$ cat src/rtl/adcctl_pkg.sv
package adcctl_pkg;

    localparam int unsigned WORD_W     = 16;
    localparam int unsigned SEL_W      = 3;
    localparam int unsigned DIV_BASE   = 8;
    localparam int unsigned DIV_STEP   = 2;
    localparam int unsigned DIV_SLOW   = 40;
    localparam int unsigned CNT_W      = $clog2(DIV_SLOW);
    localparam int unsigned IRQ_EN_BIT = 5;
    localparam logic [WORD_W-1:0] RESET_WORD = 16'h4000;

    typedef struct packed {
        logic [SEL_W-1:0] clk_sel;
        logic [4:0]       smp_cnt;
        logic             intv_mode;
        logic             cont_mode;
        logic             irq_en;
        logic             loc_ovr;
        logic [3:0]       acq_ext;
    } ctrl_t;

    localparam ctrl_t CTRL_RESET = ctrl_t'(RESET_WORD);

    function automatic logic [CNT_W-1:0] div_ratio(input logic [SEL_W-1:0] sel);
        if (sel == {SEL_W{1'b1}})
            return CNT_W'(DIV_SLOW);
        return CNT_W'(DIV_BASE + DIV_STEP * int'(sel));
    endfunction

endpackage

$ cat src/rtl/adcctl_regfile.sv
module adcctl_regfile
    import adcctl_pkg::*;
(
    input  logic              clk,
    input  logic              rst,
    input  logic              bus_sel,
    input  logic              bus_we,
    input  logic [WORD_W-1:0] bus_wdata,
    input  logic              converting,
    output ctrl_t             ctrl_q
);

    logic wr_hit;
    assign wr_hit = bus_sel && bus_we;

    always_ff @(posedge clk) begin
        if (rst) begin
            ctrl_q <= CTRL_RESET;
        end else if (wr_hit) begin
            if (!converting)
                ctrl_q <= ctrl_t'(bus_wdata);
            else
                ctrl_q.irq_en <= bus_wdata[IRQ_EN_BIT];
        end
    end

    // an unlocked write lands in full
    p_idle_write_r2: assert property (@(posedge clk) disable iff (rst)
        (wr_hit && !converting) |=> (ctrl_q == $past(bus_wdata)));

    // locked write keeps every bit but the interrupt enable
    p_lock_hold_r3: assert property (@(posedge clk) disable iff (rst)
        (wr_hit && converting) |=>
        ({ctrl_q[WORD_W-1:IRQ_EN_BIT+1], ctrl_q[IRQ_EN_BIT-1:0]} ==
         $past({ctrl_q[WORD_W-1:IRQ_EN_BIT+1], ctrl_q[IRQ_EN_BIT-1:0]})));

    // interrupt enable always follows a write
    p_irq_en_write_r3: assert property (@(posedge clk) disable iff (rst)
        wr_hit |=> (ctrl_q.irq_en == $past(bus_wdata[IRQ_EN_BIT])));

    // no write, no change
    p_no_write_r4: assert property (@(posedge clk) disable iff (rst)
        !wr_hit |=> $stable(ctrl_q));

endmodule

$ cat src/rtl/adcctl_clkdiv.sv
module adcctl_clkdiv
    import adcctl_pkg::*;
#(
    parameter logic [SEL_W-1:0] RESET_SEL = CTRL_RESET.clk_sel
)(
    input  logic             clk,
    input  logic             rst,
    input  logic [SEL_W-1:0] clk_sel,
    output logic             tick
);

    logic [CNT_W-1:0] cnt_q;
    logic [SEL_W-1:0] sel_q;
    logic [CNT_W-1:0] last_cnt;
    logic             sel_change;

    assign last_cnt   = div_ratio(sel_q) - CNT_W'(1);
    assign sel_change = (clk_sel != sel_q);

    always_ff @(posedge clk) begin
        if (rst) begin
            cnt_q <= '0;
            sel_q <= RESET_SEL;
            tick  <= 1'b0;
        end else if (sel_change) begin
            sel_q <= clk_sel;
            cnt_q <= '0;
            tick  <= 1'b0;
        end else if (cnt_q == last_cnt) begin
            cnt_q <= '0;
            tick  <= 1'b1;
        end else begin
            cnt_q <= cnt_q + CNT_W'(1);
            tick  <= 1'b0;
        end
    end

    // pulses are a single cycle wide
    p_tick_width_r7: assert property (@(posedge clk) disable iff (rst)
        tick |=> !tick);

    // a new selection restarts the count with no pulse
    p_restart_r8: assert property (@(posedge clk) disable iff (rst)
        sel_change |=> (cnt_q == '0 && !tick));

    // the count stays inside the selected period
    p_cnt_range_r5: assert property (@(posedge clk) disable iff (rst)
        cnt_q <= last_cnt);

endmodule

$ cat src/rtl/adcctl_top.sv
module adcctl_top
    import adcctl_pkg::*;
(
    input  logic        clk,
    input  logic        rst,
    input  logic        bus_sel,
    input  logic        bus_we,
    input  logic [15:0] bus_wdata,
    output logic [15:0] bus_rdata,
    input  logic        converting,
    output logic        conv_clk_en,
    output logic [2:0]  clk_sel_o,
    output logic [4:0]  smp_cnt_o,
    output logic        intv_mode_o,
    output logic        cont_mode_o,
    output logic        irq_en_o,
    output logic        loc_ovr_o,
    output logic [3:0]  acq_ext_o
);

    ctrl_t ctrl;

    adcctl_regfile u_regs (
        .clk        (clk),
        .rst        (rst),
        .bus_sel    (bus_sel),
        .bus_we     (bus_we),
        .bus_wdata  (bus_wdata),
        .converting (converting),
        .ctrl_q     (ctrl)
    );

    adcctl_clkdiv u_div (
        .clk     (clk),
        .rst     (rst),
        .clk_sel (ctrl.clk_sel),
        .tick    (conv_clk_en)
    );

    // field fan-out
    assign bus_rdata   = ctrl;
    assign clk_sel_o   = ctrl.clk_sel;
    assign smp_cnt_o   = ctrl.smp_cnt;
    assign intv_mode_o = ctrl.intv_mode;
    assign cont_mode_o = ctrl.cont_mode;
    assign irq_en_o    = ctrl.irq_en;
    assign loc_ovr_o   = ctrl.loc_ovr;
    assign acq_ext_o   = ctrl.acq_ext;

    // first cycle after reset shows the reset word
    p_reset_word_r1: assert property (@(posedge clk)
        $fell(rst) |-> (bus_rdata == 16'h4000));

endmodule

$ cat config.mk
export PLATFORM = sky130hd
export DESIGN_NAME = adcctl_top
export DESIGN_NICKNAME = d
export VERILOG_FILES = /design/src/rtl/adcctl_pkg.sv /design/src/rtl/adcctl_regfile.sv /design/src/rtl/adcctl_clkdiv.sv /design/src/rtl/adcctl_top.sv
export SDC_FILE = /design/constraint.sdc
export NUM_CORES = 1
export LEC_CHECK = 0
export BUFFER_PORTS_ARGS = -buffer_cell sky130_fd_sc_hd__clkbuf_2
export CORE_MARGIN = 2
export CORE_UTILIZATION = 43
export CTS_CLUSTER_DIAMETER = 40
export DETAILED_ROUTE_END_ITERATION = 6
export GPL_TIMING_DRIVEN = 1
export PLACE_DENSITY_LB_ADDON = 0.3
export SETUP_SLACK_MARGIN = 0.2
export SLEW_MARGIN = 20
export SYNTH_ARGS = -nofsm -noshare
export SYNTH_HDL_FRONTEND = slang
export SYNTH_HIERARCHICAL = 1
export SYNTH_SLANG_ARGS = --single-unit
export TNS_END_PERCENT = 1
$ cat constraint.sdc
create_clock -name clk -period 1.5 [get_ports clk]
set_input_delay 0.15 -clock clk [delete_from_list [all_inputs] [get_ports clk]]
set_output_delay 0.15 -clock clk [all_outputs]
set_load 0.03 [all_outputs]
==> flow_summary.toml <==
[critical_path]
crit_required_ns = 1.77
critPathCaptureType = "flip-flop"
critPathKind = "reg2reg"
regToRegStartpoint = "u_div/sel_q[2]$_SDFFE_PP0P_"
r2r_cells = 7
r2r_slack_ns = -0.08
worst-path-max-fanout = 6
arrival_ns = 1.86
crit_path_start_kind = "flip-flop"
reg2reg_to = "u_div/tick$_SDFF_PP0_"
startpoint = "u_div/sel_q[2]$_SDFFE_PP0P_"

[power]
power.density_nw_per_um2 = 873.0
p_leak_nw = 0.7552
net-switching-power_mw = 0.3761
pwr-share-clk_pct = 32.6
ir_drop_mv = 0.3970
pwr-share-seq_pct = 50.7
p_int_mw = 1.086
swShare_pct = 25.72
p_comb_share_pct = 16.7

[placement]
hpwl_um = 1969
dp.cells = 225
port_buffers = 53
dpl_cell_area_um2 = 1602
place.gp.congestion = 0.7680

[cts]
cts_buffer_depth = 2
cts_buffers = 3
cts_sinks = 26
cts-root-buf = "clkbuf_4"
htreeDepth = 1
clock_latency_ns = 0.32
path_clk_slew_ns = 0.14
cts_tree = "yes"

[yosys]
ys_seq_area_share_pct = 37.11
netlist_area_um2 = 1403
yosysWarnings = 6
syn_inst = 145
syn_nets = 168
synthTopCellsByCount = "nand2b_1, dfxtp_1, buf_4, mux2i_1, nand2_1"
yosys.cell_types.count = 30
synth_largest_area_cell = "dfxtp_1"
yosysMostFrequentCell = "nand2b_1"
synth_top_area_share_pct = 37.11
ys_seq_elements = 26
synth_edf_count = 0
async_flop_share_pct = 0
synth.top_cells.by_area = "dfxtp_1, nand2b_1, mux2i_1"
synth.avg_cell_area_um2 = 9.673
synthFlopType = "dfxtp_1"

[final_layout]
design_area_um2 = 1675
utilization_pct = 54.43
area_growth_pct = 19.45
drive_gt1_share_pct = 41.94
final_nets = 210
fin_cells = 230
antenna_cells = 0

[grt]
antenna_found_initial = 0
track_usage_pct = 14.56
grt_max_degree = 35
grt_pass1_wl_um = 4098
first_global_vias = 977
grt-ovfl-total = 0

[floorplan]
core_area_um2 = 3078
io_pins = 54
die-area_um2 = 3734
num_rows = 20
die_y_um = 61.11
start_util_pct = 45.57
die_w_um = 61.11

[sta]
maxClockFrequency_mhz = 631.2
max_slew_margin_pct = 76.98
final.setup.worst_slack_ns = -0.08433
setup-violations-final = 6
hold_violations = 0
fin_crit_sh_pct = 105.6
slew_violations = 0
fin_skew_ns = 0.002494
worst_slew_pin_slew_ns = 0.3428
rsz0062_at_grt = "true"
period_needed_ns = 1.584

[drt]
firstDrtPassIters = 4
vias = 1067
drc = 0
postRouteAntennaNets = 0
drt_iter0_markers = 24
wirelength_um = 2555
wire_per_inst_um = 11.11
vias_per_cell = 4.639

[worst_hold_path]
min_from = "bus_wdata[5]"
min_to = "u_regs/ctrl_q[5]$_SDFFE_PP0P_"
worstHoldPathCells = 3
hold_class = "in2reg"

[status]
violations = "negative setup slack"
status = "finished, violations left"

[flow_run]
maxCapViolCount = 0
worst max-delay path, stage by stage (launching register included):
cell,delay [ns]
dfxtp_2,0.36
nand2_2,0.07
nand2_1,0.08
ha_4,0.17
xor2_1,0.15
a32o_2,0.26
nor3_4,0.23
and3_4,0.22
cell type report:
| cell class | instances | area (um2) |
|---|---|---|
| clock buffer | 3 | 22.52 |
| clock inverter | 1 | 30.03 |
| fill | 286 | 1403 |
| inverter | 1 | 3.754 |
| multi-input combinational | 94 | 714.4 |
| sequential | 26 | 524.3 |
| tap | 44 | 55.05 |
| timing repair buffer | 61 | 325.3 |
cells in the final DEF, fill, tap and decap left out, types with 2 or more instances in the layout:
cell type and instances:
nand2b_1 28, nand3_1 5, nor2_1 4, nor2b_1 3, xnor2_1 3, clkbuf_4 3
a21oi_1 3, nand2_1 7, dfxtp_2 3, a211oi_1 4, dfxtp_1 23, buf_4 8
xor2_1 6, o21ai_0 2, mux2i_1 15, clkbuf_2 53
registers in the layout, summed over array words and instances (netlist names):
name           cells
u_div/sel_q        3
u_div/tick         1
u_regs/ctrl_q     16
u_div/cnt_q        6
worst max path at each step:
stage	to	slack (ns)	cells past startpoint
finish	u_div/tick$_SDFF_PP0_	-0.08	7
global route	u_div/tick$_SDFF_PP0_	-0.18	7
CTS	u_div/tick$_SDFF_PP0_	-0.08	7
detailed placement	u_div/tick$_SDFF_PP0_	-0.10	7
global placement	u_div/tick$_SDFF_PP0_	-0.06	7
floorplan	u_div/tick$_SDFF_PP0_	-0.07	8
power groups by stage:
stage               Combinational (mW)  Sequential (mW)  Clock [mW]
floorplan                        0.164            0.782           0
global placement                 0.239            0.755           0
detailed placement               0.243            0.757           0
CTS                              0.246            0.742       0.492
global route                     0.266            0.748       0.520
finish                           0.244            0.741       0.477
metrics by stage:
stage                     worst slack [ns]  hold WS [ns]  setup TNS, ns  total power, mW
after floorplan                   -0.06955        0.2216        -0.2235           0.9461
after global placement            -0.05600        0.3907        -0.1556           0.9938
after detailed placement           -0.1049        0.4024        -0.5142           0.9998
after CTS                         -0.07757       0.04559        -0.2875            1.480
after global routing               -0.1778       0.03215        -0.9491            1.534
final                             -0.08433       0.05265        -0.3198            1.463
kinds of logic (layout without fill, tap and decap cells):
group           Yosys count  in the layout  share of synthesized area [%]
compound gates           13             13                          6.601
xor+xnor                 10             10                          6.780
mux                      15             15                          10.70
flops                    26             26                          37.11
buf+inv                  25             66                          13.38
fa+ha+maj                 2              2                          1.784
simple gates             54             54                          23.64
timing repair:
action	4_1_cts	5_1_grt
buffers inserted	1	0
endpoints found under the setup margin	7	7
pin swaps	4	0
gates resized for setup	4	0
hold buffers	0	0
layer usage:
metal | global-route usage, % | share of wire (%) | up-vias | wire length (um)
li1 | - | - | 541 | -
met1 | 17.42 | 42 | 490 | 1067
met2 | 24.16 | 51 | 32 | 1294
met3 | 3.782 | 6.4 | 4 | 163
met4 | 7.143 | 1.2 | 0 | 30
met5 | 0 | 0 | - | 0
Note: power is estimated with default switching activity, not from simulation.
